<file path="config.mk">
export PLATFORM = sky130hd
export DESIGN_NAME = tdm_mux
export DESIGN_NICKNAME = d
export VERILOG_FILES = /design/src/rtl/tdm_pkg.sv /design/src/rtl/tdm_slot_seq.sv /design/src/rtl/tdm_word_patch.sv /design/src/rtl/tdm_mux.sv
export SDC_FILE = /design/constraint.sdc
export NUM_CORES = 1
export LEC_CHECK = 0
export BUFFER_PORTS_ARGS = -buffer_cell sky130_fd_sc_hd__clkbuf_2
export CAP_MARGIN = 20
export CORE_AREA = 5 5 257 259
export DETAILED_ROUTE_END_ITERATION = 8
export DIE_AREA = 0 0 262 264
export SKIP_CTS_REPAIR_TIMING = 1
export SKIP_LAST_GASP = 1
export SYNTH_ARGS = -nofsm -noshare
export SYNTH_HDL_FRONTEND = slang
export SYNTH_SLANG_ARGS = --single-unit
</file>
<file path="constraint.sdc">
create_clock -name clk -period 12 [get_ports clk]
set_input_delay 2.4 -clock clk [delete_from_list [all_inputs] [get_ports clk]]
set_output_delay 2.4 -clock clk [all_outputs]
set_load 0.03 [all_outputs]
</file>
<file path="src/rtl/tdm_pkg.sv">
// Shared constants and types for the time-division output multiplexer.
// Assumes the serializer control codes 00 = idle, 01 = send data.
package tdm_pkg;
    localparam logic [1:0] CTL_IDLE = 2'b00;
    localparam logic [1:0] CTL_DATA = 2'b01;

    // Kind of word owned by a step of the round
    typedef enum logic [1:0] {
        SLOT_CHAN     = 2'd0,
        SLOT_SPACER   = 2'd1,
        SLOT_LINKIDLE = 2'd2
    } slot_kind_e;
endpackage

</file>
<file path="src/rtl/tdm_slot_seq.sv">
// Step sequencer: owns the run state, the step counter (modulo NUM_CH+3) and
// the per-round live flag. A round is live when some FIFO holds data at its
// spacer step. Assumes any_data is valid in the same cycle as the step.
module tdm_slot_seq
    import tdm_pkg::*;
#(
    parameter int unsigned NUM_CH = 18,
    parameter int unsigned AW     = $clog2(NUM_CH + 3)
) (
    input  logic          clk,
    input  logic          rst_n,
    input  logic          link_up,
    input  logic          enable,
    input  logic          any_data,
    output logic          run,
    output logic          live,
    output logic [AW-1:0] addr,
    output slot_kind_e    kind
);
    localparam int unsigned SLOTS    = NUM_CH + 3;
    localparam logic [AW-1:0] SPACER_A = AW'(NUM_CH);
    localparam logic [AW-1:0] LAST_A   = AW'(SLOTS - 1);

    logic active_q;
    logic live_q;

    // Arm on link_up with enable, drop as soon as the link is lost
    always_ff @(posedge clk) begin
        if (!rst_n) active_q <= 1'b0;
        else        active_q <= link_up & (active_q | enable);
    end

    assign run = active_q & link_up;

    // Step counter: parked at the spacer step while not running
    always_ff @(posedge clk) begin
        if (!rst_n || !run)      addr <= SPACER_A;
        else if (addr == LAST_A) addr <= '0;
        else                     addr <= addr + 1'b1;
    end

    // Latch the round decision taken at the spacer step
    always_ff @(posedge clk) begin
        if (!rst_n || !run)        live_q <= 1'b0;
        else if (addr == SPACER_A) live_q <= any_data;
    end

    // Current step is live: spacer step decides from present data
    assign live = run & ((addr == SPACER_A) ? any_data : live_q);

    // Classify the current step
    always_comb begin
        if (addr < SPACER_A)       kind = SLOT_CHAN;
        else if (addr == SPACER_A) kind = SLOT_SPACER;
        else                       kind = SLOT_LINKIDLE;
    end


    addr_range_chk: assert property (@(posedge clk) disable iff (!rst_n)
        addr <= LAST_A);

    addr_wrap_chk: assert property (@(posedge clk) disable iff (!rst_n)
        (run && addr == LAST_A) |=> (addr == '0));

    park_on_stop_chk: assert property (@(posedge clk) disable iff (!rst_n)
        !run |=> (addr == SPACER_A));
endmodule

</file>
<file path="src/rtl/tdm_word_patch.sv">
// Rewrites the two upper identifier bits of a forwarded word: the error bit
// takes the received parity fault, the parity bit makes the word odd parity.
// Assumes WORD_W >= 8 so both bit positions exist below the top nibble.
module tdm_word_patch #(
    parameter int unsigned WORD_W = 32
) (
    input  logic [WORD_W-1:0] raw,
    input  logic              perr,
    output logic [WORD_W-1:0] patched
);
    localparam int unsigned ERR_BIT = WORD_W - 5;
    localparam int unsigned PAR_BIT = WORD_W - 6;

    logic par_in;

    // Parity of every bit except the one being chosen
    assign par_in  = ^{raw[WORD_W-1:ERR_BIT+1], perr, raw[PAR_BIT-1:0]};
    // Assemble the patched word with the odd-parity fill bit
    assign patched = {raw[WORD_W-1:ERR_BIT+1], perr, ~par_in, raw[PAR_BIT-1:0]};
endmodule

</file>
<file path="src/rtl/tdm_mux.sv">
// Time-division output multiplexer top. Selects per step among the channel
// FIFO heads, the spacer word and link idle, pops the FIFO it forwards, and
// registers the word and serializer control code. Assumes FIFO head data and
// flags are valid combinationally and a pop takes effect at the clock edge.
module tdm_mux
    import tdm_pkg::*;
#(
    parameter int unsigned NUM_CH = 18,
    parameter int unsigned WORD_W = 32
) (
    input  logic                     clk,
    input  logic                     rst_n,
    input  logic                     link_up,
    input  logic                     enable,
    input  logic [NUM_CH-1:0]        fifo_empty,
    input  logic [NUM_CH*WORD_W-1:0] fifo_data,
    input  logic [NUM_CH-1:0]        fifo_perr,
    output logic [NUM_CH-1:0]        fifo_pop,
    output logic [WORD_W-1:0]        tx_data,
    output logic [1:0]               tx_ctrl
);
    localparam int unsigned AW = $clog2(NUM_CH + 3);
    localparam logic [WORD_W-1:0] SPACER_W = {4'hD, {(WORD_W-4){1'b0}}};
    localparam logic [WORD_W-1:0] EMPTY_W  = '0;

    logic              run;
    logic              live;
    logic [AW-1:0]     addr;
    slot_kind_e        kind;
    logic              any_data;
    logic [WORD_W-1:0] sel_data;
    logic              sel_perr;
    logic              sel_empty;
    logic [WORD_W-1:0] patched;
    logic [WORD_W-1:0] nxt_data;
    logic [1:0]        nxt_ctrl;

    assign any_data = |(~fifo_empty);

    tdm_slot_seq #(.NUM_CH(NUM_CH), .AW(AW)) u_seq (
        .clk      (clk),
        .rst_n    (rst_n),
        .link_up  (link_up),
        .enable   (enable),
        .any_data (any_data),
        .run      (run),
        .live     (live),
        .addr     (addr),
        .kind     (kind)
    );

    // Pick the head of the channel owned by the current step
    always_comb begin
        sel_data  = '0;
        sel_perr  = 1'b0;
        sel_empty = 1'b1;
        for (int i = 0; i < int'(NUM_CH); i++) begin
            if (addr == AW'(i)) begin
                sel_data  = fifo_data[i*WORD_W +: WORD_W];
                sel_perr  = fifo_perr[i];
                sel_empty = fifo_empty[i];
            end
        end
    end

    tdm_word_patch #(.WORD_W(WORD_W)) u_patch (
        .raw     (sel_data),
        .perr    (sel_perr),
        .patched (patched)
    );

    // One pop strobe per channel, only in its own live step with data
    for (genvar g = 0; g < int'(NUM_CH); g++) begin : g_pop
        assign fifo_pop[g] = live && (kind == SLOT_CHAN) &&
                             (addr == AW'(g)) && !fifo_empty[g];
    end

    // Choose the word and control code for the next output cycle
    always_comb begin
        nxt_data = '0;
        nxt_ctrl = CTL_IDLE;
        if (live) begin
            unique case (kind)
                SLOT_SPACER: begin
                    nxt_data = SPACER_W;
                    nxt_ctrl = CTL_DATA;
                end
                SLOT_CHAN: begin
                    nxt_data = sel_empty ? EMPTY_W : patched;
                    nxt_ctrl = CTL_DATA;
                end
                default: begin
                    nxt_data = '0;
                    nxt_ctrl = CTL_IDLE;
                end
            endcase
        end
    end

    // Output register toward the serializer
    always_ff @(posedge clk) begin
        if (!rst_n) begin
            tx_data <= '0;
            tx_ctrl <= CTL_IDLE;
        end else begin
            tx_data <= nxt_data;
            tx_ctrl <= nxt_ctrl;
        end
    end


    pop_onehot_chk: assert property (@(posedge clk) disable iff (!rst_n)
        $onehot0(fifo_pop));

    pop_nonempty_chk: assert property (@(posedge clk) disable iff (!rst_n)
        (fifo_pop & fifo_empty) == '0);

    link_down_quiet_chk: assert property (@(posedge clk) disable iff (!rst_n)
        !link_up |=> (tx_ctrl == CTL_IDLE));

    ctrl_code_chk: assert property (@(posedge clk) disable iff (!rst_n)
        tx_ctrl[1] == 1'b0);

    odd_parity_chk: assert property (@(posedge clk) disable iff (!rst_n)
        (tx_ctrl == CTL_DATA && tx_data != '0) |-> (^tx_data == 1'b1));

    pop_then_data_chk: assert property (@(posedge clk) disable iff (!rst_n)
        (|fifo_pop) |=> (tx_ctrl == CTL_DATA));
endmodule

</file>
==> reports/metrics.cfg, run 1 <==
[status]
outcome = finished, final reports clean

[pwr]
peakVddDrop_uv = 53.3
power_density_nw_per_um2 = 33.9
leakagePower_uw = 0.00525
total_power_uw = 409

[route]
detail-route-antenna-nets = 0
drtIter0Drc = 1690
via_per_inst = 5.12
routed_wl_um = 90300
via_count = 13300
drcViolationCount = 0
first_pass_iters = 8
avgRoutedWirePerCell_um = 34.7

[synth]
synth_area_leader_cell = dfxtp_1
synth_cells = 1171
ys_types = 90
syn_nets = 1792
synth_edf_count = 0
ys_seq_area_share_pct = 10.2
synth_seq_cells = 40
synth_most_common_cell = o21ai_0
ys.flop_type = dfxtp_1
synth_commonest_cells = o21ai_0, a21oi_1, nand2_1
ys_warn_count = 0
synth_area_leaders = dfxtp_1, o21ai_0, a21oi_1, nand2_1, a221oi_1
synth.top_cell.area_share_pct = 10.2
async_flop_share_pct = 0
syn_area_per_cell_um2 = 6.67
syn-cell-area_um2 = 7810

[clocking]
numCtsBuffers = 5
cts_tree = built
clkTransAtPathRegs_ps = 70
cts_sinks = 40
cts_root_buf = clkbuf_16
cts.htree.levels = 2
clockBufferDepth = 2
worstSkewPairLatency_ps = 300

[global_route]
antenna_found_initial = 32
grt_max_degree = 58
grt-ovfl-total = 0
grt_pass1_vias = 12800
grtUsageTotal_pct = 24.2
grt_pass1_wl_um = 115000

[timing]
period_share_pct = 59.2
slew-limit-headroom_pct = 34.1
rsz0062_at_grt = false
tns_ps = 0
finalMaxSlewViolations = 0
finClkSkew_ps = 8.62
setup_violations = 0
finalHoldViolCount = 0
max_freq_ghz = 0.141
tightest_slew_ps = 985
whs_ps = 488
min_period_ps = 7110

[floorplan]
pin_count = 668
initial_core_util_pct = 12.3
dieArea_um2 = 69200
core-area_um2 = 63600
row_count = 93
dieWidth_um = 262
die_h_um = 264

[cells_and_area]
fill_cells = 7393
area_growth_pct = 54.2
fin_nets = 2358
multiInputGateArea_um2 = 6370
final_layout_size_suffix_gt1_share_pct = 42.6
regArea_um2 = 805

[min_path]
min_path_type = reg2reg
hold_start = u_seq.addr[0]

[setup_path]
critPathLaunch = fifo_empty[3]
critPathLaunchType = input pin
required_ps = 9600
worstSetupPathType = in2out
endpoint_kind = primary output
path_max_fanout = 18
critical_path_arrival_ps = 4710
reg2reg_from = u_seq.addr[0]

[placement]
port_buffers = 630
place.gp.congestion = 0.936
dp_hpwl_um = 73200

[job]
drv_cap = 0

[cells by family after synthesis]
group / share of synthesized area, %
other cells: 0.0480
compound gates: 48.8
buf+inv: 8.82
simple gates: 27.2
xor+xnor: 3.96
fa+ha+maj: 0.801
mux: 0.144
flops: 10.2
[path summary, 6_finish.rpt]
path	end	slack, ps	cells after the start
min reg2reg	u_seq.addr[0]	490	1
max reg2reg	tx_data[26]	6030	15
min	u_seq.addr[0]	490	1
max	fifo_pop[14]	4890	8
[cell usage in the layout, fill, tap and decap left out, drive strengths merged, types with 6 or more instances in the layout]
cell and n:
a211oi 16, a21o 11, a21oi 115, a221o 23, a221oi 47, a22oi 25, a31oi 14, a32oi 11
and4bb 7, buf 57, clkbuf 635, dfxtp 40, diode 8, inv 10, nand2 104, nand2b 21
nand3 30, nand4 11, nand4bb 7, nor2 103, nor2b 25, nor3 39, nor3b 6, o2111ai 9
o211ai 25, o21a 10, o21ai 131, o221ai 24, o22ai 43, o2bb2ai 7, o311ai 6, or3 7
xnor2 11, xnor3 6, xor2 8
[metal layers]
layer	vias to the layer above	GRT usage, %	wire (um)
li1	5740	-	-
met1	6399	31.1	37300
met2	957	39.2	40500
met3	177	7.50	9130
met4	32	6.63	3160
met5	-	0	206
[registers in the layout, indices dropped and copies added (netlist names)]
| register | count |
|---|---|
| u_seq.addr | 5 |
| tx_data | 32 |
| u_seq.active_q | 1 |
| tx_ctrl | 1 |
| u_seq.live_q | 1 |
[power breakdown]
group / switching (uW) / internal [uW] / leakage, uW
logic: 57.7 / 75.4 / 0.00486
clock network: 65.0 / 77.0 / 0.0000736
registers: 0.347 / 133 / 0.000323
total: 123 / 286 / 0.00525
[stage by stage]
step / setup slack (ps) / util (%) / instance area [um2] / cells
after floorplan: 5520 / - / 7810 / 1171
after global placement: 4540 / 18.6 / 11900 / 2583
after detailed placement: 5070 / 18.7 / 11900 / 2585
after CTS: 5060 / 18.9 / 12000 / 2593
after global routing: 4940 / 18.9 / 12000 / 2597
final: 4890 / 18.9 / 12000 / 2601
[worst max-delay path: stages]
cell and delay (ps):
clkbuf_2 130, nand4_1 330, nor4_1 920, a21oi_1 190, nand4_1 200, buf_8 220, nor3_1 90, clkbuf_2 200
[layout make-up]
cell class              instances  area share, %
multi-input cells             991           52.9
inverters                      11          0.343
clock inverters                 3          0.156
flip-flops and latches         40           6.68
diodes                          8          0.166
clock buffers                   5           1.04
well taps                     855           8.88
repair buffers                688           29.9
No activity file was read; power rests on OpenSTA's default activity.
==> run 2: changes to the inputs <==
==> constraint.sdc (replaced) <==
create_clock -name clk -period 6.1 [get_ports clk]
set_input_delay 1.22 -clock clk [delete_from_list [all_inputs] [get_ports clk]]
set_output_delay 1.22 -clock clk [all_outputs]
set_load 0.03 [all_outputs]
==> run 2 against run 1 <==
  * Sequential power up 96%
  * Critical path type is now reg2reg
  * Sequential cell count unchanged
  * Highest routed layer unchanged
  * Clock power rose to 2.6 times the previous value
  * Global-route usage up 0.53 points
==> reports/metrics.cfg, run 2 (synthesis results as in run 1) <==
[cells_and_area]
fill_cells = 7384  ; -0.12%
regArea_um2 = 805  ; unchanged
largest-register = tx_data
mostFrequentLayoutCells = clkbuf_2, o21ai_0, a21oi_1, nand2_1, nor2_1
fin_nets = 2397  ; +1.7%
final_common_cell = clkbuf_2
multiInputGateArea_um2 = 6370  ; unchanged
reg_top3 = tx_data (32), u_seq.addr (5)
fin_util_pct = 19.5  ; +0.61 points
final_cell_count_no_fill = 2640  ; +1.5%
area_growth_pct = 59.2
largest_reg_flops = 32  ; unchanged
final_layout_size_suffix_gt1_share_pct = 43.8  ; +1.2 points

[setup_path]
critical_path_arrival_ps = 5320  ; +610 ps
critPathBufInv = 3  ; unchanged
worstSetupPathType = reg2reg
cpMostUsedCell = xnor3_1
crit_chain = inv_1 -> ha_2 -> buf_12 -> nor2_1 -> o21ai_0 -> a221oi_1 -> buf_4 -> o21ai_0 -> a221o_1 -> xnor2_1 -> xnor2_1 -> xnor3_1 -> xnor3_1 -> xnor3_1 -> nor2_1
critPathLaunchType = flip-flop
r2r_slack_ps = 1020  ; -5010 ps
reg2reg_depth = 15  ; unchanged
cp_top_family = compound AO/OA/AOI/OAI gates
required_ps = 6340  ; -3260 ps
endpoint_kind = flip-flop
reg2reg_from = u_seq.addr[0]
slowest_delay_ps = 880  ; -40 ps
slowest_stage = nor2_1
reg2reg_to = tx_data[26]
path_max_fanout = 62  ; +44

[route]
via_per_inst = 5.07  ; -0.83%
via_count = 13400  ; +0.66%
detail-route-antenna-nets = 0  ; unchanged
routed_wl_um = 91600  ; +1.5%
drcViolationCount = 0  ; unchanged
drtIter0Drc = 1698  ; +0.47%
avgRoutedWirePerCell_um = 34.7  ; about the same
first_pass_iters = 5  ; -3

[timing]
finalHoldViolCount = 0  ; unchanged
whs_ps = 513  ; +24.2 ps
rsz0062_at_grt = false
setup_violations = 0  ; unchanged
final.setup.worst_slack_ps = 1020  ; -3870 ps
period_share_pct = 83.3
tightest_slew_ps = 1180  ; +192 ps
tns_ps = 0  ; unchanged
slew-limit-headroom_pct = 20.8  ; -13 points
max_freq_ghz = 0.197
finClkSkew_ps = 3.34  ; -5.28 ps
min_period_ps = 5080
finalMaxSlewViolations = 0  ; unchanged

[pwr]
combPwrFrac_pct = 30.1  ; -2.5 points
leakagePower_uw = 0.00548  ; +4.3%
peakVddDrop_uv = 91.2  ; +71%
power_density_nw_per_um2 = 72.0  ; +110%
seq_power_share_pct = 29.3  ; -3.4 points
clockPowerShare_pct = 40.6  ; +5.9 points
p_sw_uw = 251  ; +100%
power.internal_uw = 645  ; +130%
switching_share_pct = 28.0  ; -2.1 points

[min_path]
holdPathStages = 1  ; unchanged
hold_start = u_seq.addr[0]
min_to = u_seq.addr[0]
min_path_type = reg2reg

[clocking]
cts.htree.levels = 2  ; unchanged
clockBufferDepth = 2  ; unchanged
clkTransAtPathRegs_ps = 70  ; about the same
numCtsBuffers = 5  ; unchanged
cts_tree = built
worstSkewPairLatency_ps = 300  ; about the same
cts_root_buf = clkbuf_16
cts_sinks = 40  ; unchanged

[floorplan]
initial_core_util_pct = 12.3  ; unchanged
row_count = 93  ; unchanged
die_h_um = 264  ; unchanged
core-area_um2 = 63600  ; unchanged
dieArea_um2 = 69200  ; unchanged
dieWidth_um = 262  ; unchanged
pin_count = 668  ; unchanged

[placement]
place.gp.congestion = 0.937  ; about the same
post-place-ws_ps = 940  ; -4130 ps
port_buffers = 630  ; unchanged
dp.cells = 2624  ; +1.5%
dp_hpwl_um = 77500  ; +5.8%

[global_route]
grtUsageTotal_pct = 24.7  ; +0.53 points
grt-ovfl-total = 0  ; unchanged
antenna_found_initial = 36  ; +13%
grt_pass1_wl_um = 117000  ; +2.0%
grt_pass1_vias = 13100  ; +1.8%
grt_max_degree = 63  ; +8.6%

[job]
drv_cap = 0  ; unchanged

[status]
outcome = finished, final reports clean

## run 2: changes by cell type in the layout (fill, tap and decap cells not counted), sizes merged
cell,previous run,this run
bufinv,0,2
clkinv,4,1
diode,8,9
clkdlybuf4s18,1,0
buf,57,97
## run 2: final cells by class
| cell class | count | share of cell area, % |
|---|---|---|
| clock buffer | 5 | 1.01 |
| antenna | 9 | 0.181 |
| clock inverter | 2 | 0.483 |
| tap | 855 | 8.60 |
| inverter | 11 | 0.332 |
| timing repair buffer | 727 | 31.7 |
| multi-input combinational | 991 | 51.2 |
| sequential | 40 | 6.47 |
## run 2: how the worst max path moves through the flow
stage | slack (ps) | cells after the start | start | end
3_3_place_gp | 1040 | 13 | u_seq.addr[1] | tx_data[26]
4_1_cts | 930 | 14 | u_seq.addr[0] | tx_data[26]
5_1_grt | 810 | 15 | u_seq.addr[0] | tx_data[26]
2_1_floorplan | 1780 | 12 | u_seq.addr[0] | fifo_pop[10]
3_5_place_dp | 940 | 14 | u_seq.addr[0] | tx_data[26]
6_report | 1020 | 15 | u_seq.addr[0] | tx_data[26]
## run 2: per-stage QoR
step | total power, uW | area, um2
2_1_floorplan | 302 | 7810
3_3_place_gp | 529 | 12200
3_5_place_dp | 531 | 12200
4_1_cts | 897 | 12400
5_1_grt | 927 | 12400
6_report | 895 | 12400
## run 2: power by group through the flow
stage	logic, uW	registers (uW)	clock network (uW)
6_report	269	263	363
3_5_place_dp	263	269	0
4_1_cts	264	263	370
3_3_place_gp	261	269	0
5_1_grt	285	263	379
2_1_floorplan	32.1	270	0
## run 2: metal layers
metal | wire [um] | GRT usage [%] | vias up
li1 | - | - | 5817
met1 | 39100 | 32.9 | 6414
met2 | 41200 | 40.4 | 932
met3 | 8100 | 6.12 | 184
met4 | 2940 | 5.58 | 46
met5 | 272 | 0 | -
